[src/rtl/swc_pkg.sv]
package swc_pkg;
  typedef enum logic {
    MODE_CLOCK = 1'b0,
    MODE_TIMER = 1'b1
  } swc_mode_e;

  localparam int NUM_BTN   = 4;
  localparam int BTN_START = 0;
  localparam int BTN_MODE  = 1;
  localparam int BTN_LAP   = 2;
  localparam int BTN_CLR   = 3;
endpackage

[src/rtl/swc_edge_bank.sv]
module swc_edge_bank #(
  parameter int N = 4
) (
  input  logic         clk,
  input  logic         rst_n,
  input  logic [N-1:0] lvl_n,
  output logic [N-1:0] fall
);
  logic [N-1:0] prev_q;

  for (genvar i = 0; i < N; i++) begin : g_btn
    always_ff @(posedge clk) begin
      if (!rst_n) prev_q[i] <= 1'b1;
      else        prev_q[i] <= lvl_n[i];
    end

    assign fall[i] = prev_q[i] & ~lvl_n[i];


    single_pulse_chk: assert property (@(posedge clk) disable iff (!rst_n)
      fall[i] |=> !fall[i]);
  end
endmodule

[src/rtl/swc_run_fsm.sv]
module swc_run_fsm
  import swc_pkg::*;
(
  input  logic      clk,
  input  logic      rst_n,
  input  logic      start_p,
  input  logic      mode_p,
  input  logic      clr_p,
  input  logic      time_zero,
  output logic      running,
  output swc_mode_e mode,
  output logic      cnt_en,
  output logic      cnt_clr
);
  logic at_zero;
  assign at_zero = (mode == MODE_TIMER) && time_zero;

  always_ff @(posedge clk) begin
    if (!rst_n) begin
      running <= 1'b0;
      mode    <= MODE_CLOCK;
      cnt_clr <= 1'b1;
    end else begin
      cnt_clr <= clr_p;
      if (clr_p) begin
        running <= 1'b0;
        mode    <= MODE_CLOCK;
      end else begin
        if (start_p) begin
          if (running)       running <= 1'b0;
          else if (!at_zero) running <= 1'b1;
        end else if (running && at_zero) begin
          running <= 1'b0;
        end
        if (mode_p && !running)
          mode <= (mode == MODE_CLOCK) ? MODE_TIMER : MODE_CLOCK;
      end
    end
  end

  assign cnt_en = running & ~at_zero;


  mode_locked_chk: assert property (@(posedge clk) disable iff (!rst_n)
    (mode_p && running && !clr_p) |=> $stable(mode));

  clear_strobe_chk: assert property (@(posedge clk) disable iff (!rst_n)
    clr_p |=> (cnt_clr && !running && mode == MODE_CLOCK));

  zero_stop_chk: assert property (@(posedge clk) disable iff (!rst_n)
    (running && mode == MODE_TIMER && time_zero && !clr_p) |=> !running);
endmodule

[src/rtl/swc_lap_ctl.sv]
module swc_lap_ctl
  import swc_pkg::*;
#(
  parameter int PRESET_DEPTH = 64,
  localparam int IDX_W = $clog2(PRESET_DEPTH)
) (
  input  logic             clk,
  input  logic             rst_n,
  input  logic             lap_p,
  input  logic             mode_p,
  input  logic             clr_p,
  input  logic             running,
  input  swc_mode_e        mode,
  output logic             lap_hold,
  output logic             cnt_load,
  output logic [IDX_W-1:0] preset_idx
);
  localparam logic [IDX_W-1:0] LAST_IDX = IDX_W'(PRESET_DEPTH - 1);

  logic mode_flip;
  assign mode_flip = mode_p && !running;

  always_ff @(posedge clk) begin
    if (!rst_n) begin
      lap_hold   <= 1'b0;
      cnt_load   <= 1'b0;
      preset_idx <= '0;
    end else if (clr_p) begin
      lap_hold   <= 1'b0;
      cnt_load   <= 1'b0;
      preset_idx <= '0;
    end else begin
      cnt_load <= lap_p && (mode == MODE_TIMER) && !running;
      if (cnt_load)
        preset_idx <= (preset_idx == LAST_IDX) ? '0 : preset_idx + IDX_W'(1);
      if (mode_flip)
        lap_hold <= 1'b0;
      else if (lap_p && mode == MODE_CLOCK)
        lap_hold <= ~lap_hold;
    end
  end


  load_once_chk: assert property (@(posedge clk) disable iff (!rst_n)
    cnt_load |=> !cnt_load);

  idx_step_chk: assert property (@(posedge clk) disable iff (!rst_n)
    (cnt_load && !clr_p && preset_idx != LAST_IDX) |=> (preset_idx == $past(preset_idx) + IDX_W'(1)));

  busy_load_chk: assert property (@(posedge clk) disable iff (!rst_n)
    (lap_p && running && mode == MODE_TIMER) |=> !cnt_load);

  hold_drop_chk: assert property (@(posedge clk) disable iff (!rst_n)
    (!$stable(mode) || mode == MODE_TIMER) |-> !lap_hold);
endmodule

[src/rtl/swc_ctrl.sv]
module swc_ctrl
  import swc_pkg::*;
#(
  parameter int PRESET_DEPTH = 64,
  localparam int IDX_W = $clog2(PRESET_DEPTH)
) (
  input  logic             clk,
  input  logic             rst_n,
  input  logic             start_n,
  input  logic             mode_n,
  input  logic             lap_n,
  input  logic             clr_n,
  input  logic             time_zero,
  output logic             cnt_en,
  output logic             cnt_up,
  output logic             cnt_clr,
  output logic             cnt_load,
  output logic             lap_hold,
  output logic             timer_mode,
  output logic [IDX_W-1:0] preset_idx
);
  logic [NUM_BTN-1:0] lvl_n;
  logic [NUM_BTN-1:0] fall;
  logic               running;
  swc_mode_e          mode;

  assign lvl_n[BTN_START] = start_n;
  assign lvl_n[BTN_MODE]  = mode_n;
  assign lvl_n[BTN_LAP]   = lap_n;
  assign lvl_n[BTN_CLR]   = clr_n;

  swc_edge_bank #(.N(NUM_BTN)) u_edges (
    .clk   (clk),
    .rst_n (rst_n),
    .lvl_n (lvl_n),
    .fall  (fall)
  );

  swc_run_fsm u_run (
    .clk       (clk),
    .rst_n     (rst_n),
    .start_p   (fall[BTN_START]),
    .mode_p    (fall[BTN_MODE]),
    .clr_p     (fall[BTN_CLR]),
    .time_zero (time_zero),
    .running   (running),
    .mode      (mode),
    .cnt_en    (cnt_en),
    .cnt_clr   (cnt_clr)
  );

  swc_lap_ctl #(.PRESET_DEPTH(PRESET_DEPTH)) u_lap (
    .clk        (clk),
    .rst_n      (rst_n),
    .lap_p      (fall[BTN_LAP]),
    .mode_p     (fall[BTN_MODE]),
    .clr_p      (fall[BTN_CLR]),
    .running    (running),
    .mode       (mode),
    .lap_hold   (lap_hold),
    .cnt_load   (cnt_load),
    .preset_idx (preset_idx)
  );

  assign timer_mode = (mode == MODE_TIMER);
  assign cnt_up     = (mode == MODE_CLOCK);


  start_toggle_chk: assert property (@(posedge clk) disable iff (!rst_n)
    (fall[BTN_START] && running && !fall[BTN_CLR]) |=> !cnt_en);
endmodule

[config.mk]
export PLATFORM = sky130hd
export DESIGN_NAME = swc_ctrl
export DESIGN_NICKNAME = d
export VERILOG_FILES = /design/src/rtl/swc_pkg.sv /design/src/rtl/swc_edge_bank.sv /design/src/rtl/swc_run_fsm.sv /design/src/rtl/swc_lap_ctl.sv /design/src/rtl/swc_ctrl.sv
export SDC_FILE = /design/constraint.sdc
export NUM_CORES = 1
export LEC_CHECK = 0
export ABC_AREA = 1
export CAP_MARGIN = 20
export CORE_MARGIN = 2
export CORE_UTILIZATION = 44
export DETAILED_ROUTE_END_ITERATION = 6
export MAX_ROUTING_LAYER = met4
export PLACE_DENSITY = 0.75
export SLEW_MARGIN = 20
export SYNTH_ARGS = -nofsm -noshare
export SYNTH_HDL_FRONTEND = slang
export SYNTH_HIERARCHICAL = 1
export SYNTH_SLANG_ARGS = --single-unit
[constraint.sdc]
create_clock -name clk -period 1.46 [get_ports clk]
set_clock_uncertainty 0.15 [all_clocks]
set_input_delay 0.365 -clock clk [delete_from_list [all_inputs] [get_ports clk]]
set_output_delay 0.365 -clock clk [all_outputs]
set_load 0.01 [all_outputs]
==> flow_summary.yaml <==
run_status:
  outcome: "complete, no violations"
setup_path:
  cp_max_fo: 4
  criticalPathCategory: "register to output pin"
  crit_family: "flip-flops"
  critPathMaxStageDelay_ns: 0.35
  crit_chain: "dlygate4sd2_1"
  crit_path_start_kind: "register"
  cp_slowest_cell: "dfxtp_2"
  worstPathBufferInverterCount: 1
  required_ns: 0.94
  cp-end-kind: "output pin"
  worstPathArrival_ns: 0.91
timing:
  period_needed_ns: 1.42
  rsz0062_at_grt: "false"
  worst_slew_pin_slew_ns: 0.225
  setup_violations: 0
  max_freq_ghz: 0.704
  hold_violations: 0
  slew_violations: 0
  timing.hold.ws_ns: 0.323
  max_slew_margin: 0.850
  setup_slack_ns: 0.0390
  finalCritPeriodShare: 0.973
synthesis:
  yosys.area.top_type: "dfxtp_1"
  syn_area_um2: 651
  netlist_top_cells_count: "nand2_1, inv_1, dfxtp_1, nor2_1, a21oi_1"
  synthTopCellsByArea: "dfxtp_1, nand2_1, inv_1"
  synth_top_family_by_area: "simple AND/OR/NAND/NOR gates"
  synth-seq-area-share: 0.462
  synth_mux_area_frac: 0
  synth-edff-count: 0
  synthArstFlopShare: 0
  ys_types: 17
  ys_warn_count: 6
  yosys.area_share.simple: 0.325
  ys_seq_elements: 15
  synth_compound_area_frac: 0.0654
  synth_fa_ha_area_frac: 0.0192
  synth_top_cell_area_share: 0.462
  syn_nets: 99
  postSynthAreaPerCell_um2: 7.15
  synth_cells: 91
  yosysMostFrequentCell: "nand2_1"
  synthFlopType: "dfxtp_1"
  synth_xor_area_frac: 0.0135
power:
  p_total_uw: 772
  p_leak_uw: 0.000494
  powerDensity_mw_per_mm2: 815
  ir_worst_vdd_uv: 574
drt:
  wl_per_cell_um: 9.16
  remaining_drc_errors: 0
  vias: 646
  top_layer: "met4"
  wl_met2_um: 651
  dr.pass1.iters: 4
  wl_met3_um: 68
  routed_wl_mm: 1.28
  viasPerCell: 4.61
  drt_iter0_drc: 5
  ant_nets: 0
  drt-met1-wl_um: 527
place:
  place.gp.congestion: 0.801
  hpwl_mm: 1.04
  port_buffers: 18
  dp.cells: 136
  dp_slack_ns: -0.547
  postPlaceCellArea_um2: 940
global_routing:
  overflow: 0
  track_usage: 0.165
  grt_start_max_net_pins: 9
  antenna_found_initial: 0
  grt_pass1_wl_mm: 2.10
  grt_pass1_vias: 538
layout:
  layout-drive-gt1-share: 0.232
  fillers: 136
  multiInputGateArea_um2: 275
  diodes: 0
  fin_area_um2: 947
  fin_cells: 140
  syn_to_final_growth_pct: 45.6
  layout.area.seq_um2: 305
  nets: 134
cts:
  clock_path_buffers: 2
  cts_hold_buf: 0
  h-tree-depth: 1
  numCtsBuffers: 3
  cts.sink_count: 15
  insertion_delay_ns: 0.29
  cts_tree: "yes"
  cts-root-buf: "clkbuf_4"
  clk_pin_slew_ns: 0.09
floorplanning:
  core-area_mm2: 0.00133
  num_rows: 13
  pin_count: 19
  die_y_um: 42.5
  die_w_um: 42.5
  start_util: 0.488
  dieArea_mm2: 0.00180
job:
  cap_violations: 0
hold_path:
  hp-class: "input port to register"
layout make-up:
type,instances,share of cell area
sequential,15,0.322
multi-input combinational,56,0.291
timing repair buffer,30,0.260
inverter,20,0.0793
clock buffer,4,0.0277
tap,15,0.0198
metal layers:
layer / GRT usage / vias to the layer above
met5: - / -
li1: - / 342
met1: 0.156 / 282
met3: 0.0517 / 5
met2: 0.283 / 17
met4: 0.113 / 0
worst register-to-register path: stages (launching register included):
cell and delay, ns:
dfxtp_1 0.31, buf_4 0.13, ha_1 0.20, nand2_1 0.09
inv_1 0.05, nand3_1 0.09, nand2_2 0.08, nor2_2 0.10
worst paths after layout:
path / to / slack (ns) / startpoint / cells past startpoint
worst max-delay path: timer_mode / 0.04 / u_run/mode$_SDFFE_PP0P_ / 1
worst min-delay path: u_run/running$_SDFFE_PP0P_ / 0.32 / time_zero / 4
worst max register to register: u_lap/preset_idx[5]$_SDFFE_PP0P_ / 0.22 / u_lap/preset_idx[0]$_SDFFE_PP0P_ / 7
worst min register to register: u_lap/preset_idx[4]$_SDFFE_PP0P_ / 0.34 / u_lap/preset_idx[4]$_SDFFE_PP0P_ / 2
state kept, by name, summed over array words and instances (netlist names):
signal and count:
u_lap/lap_hold 1, u_edges/prev_q 4, u_run/cnt_clr 1, u_lap/preset_idx 6
u_run/mode 1, u_run/running 1, u_lap/cnt_load 1
power by group:
part | internal [µW] | switching, µW
logic | 52.1 | 50.0
clock network | 106 | 135
registers | 423 | 5.67
kinds of logic after synthesis:
family / Yosys count
and+or+nand+nor: 46
buffers and inverters: 20
DFF: 15
AOI/OAI and AO/OA: 8
xor gates and xnor gates: 1
adders and majority gates: 1
placed cells by master, fill, tap and decap left out:
cell type | netlist | layout
clkbuf_4 | 0 | 3
nand3_2 | 1 | 1
clkbuf_1 | 0 | 1
nand3_1 | 3 | 3
nor3_1 | 3 | 3
nand2_2 | 1 | 1
nor2_2 | 2 | 2
buf_4 | 0 | 12
clkdlybuf4s50_1 | 0 | 5
nor2_4 | 2 | 2
inv_2 | 2 | 2
and3_1 | 1 | 1
o21ai_0 | 1 | 1
nor2_1 | 11 | 11
o21bai_1 | 1 | 1
nand2_1 | 22 | 22
xnor2_1 | 1 | 1
dfxtp_2 | 0 | 4
inv_1 | 18 | 18
dfxtp_1 | 15 | 11
a21oi_1 | 6 | 6
clkbuf_2 | 0 | 1
dlygate4sd2_1 | 0 | 11
ha_1 | 1 | 1
buf_2 | 0 | 1
per-stage QoR:
stage	setup TNS, ns	util
CTS	0	0.711
finish	0	0.710
detailed placement	-1.38	0.705
global route	0	0.710
floorplan	0	-
global placement	-1.21	0.705
timing repair:
item                                   in CTS  in global routing
gates resized for setup                    18                  4
endpoints found under the hold margin       0                  0
setup endpoints to repair                  12                  4
buffers inserted                            0                  0
pin swaps                                   1                  0
Power figures use the tool's default switching activity.
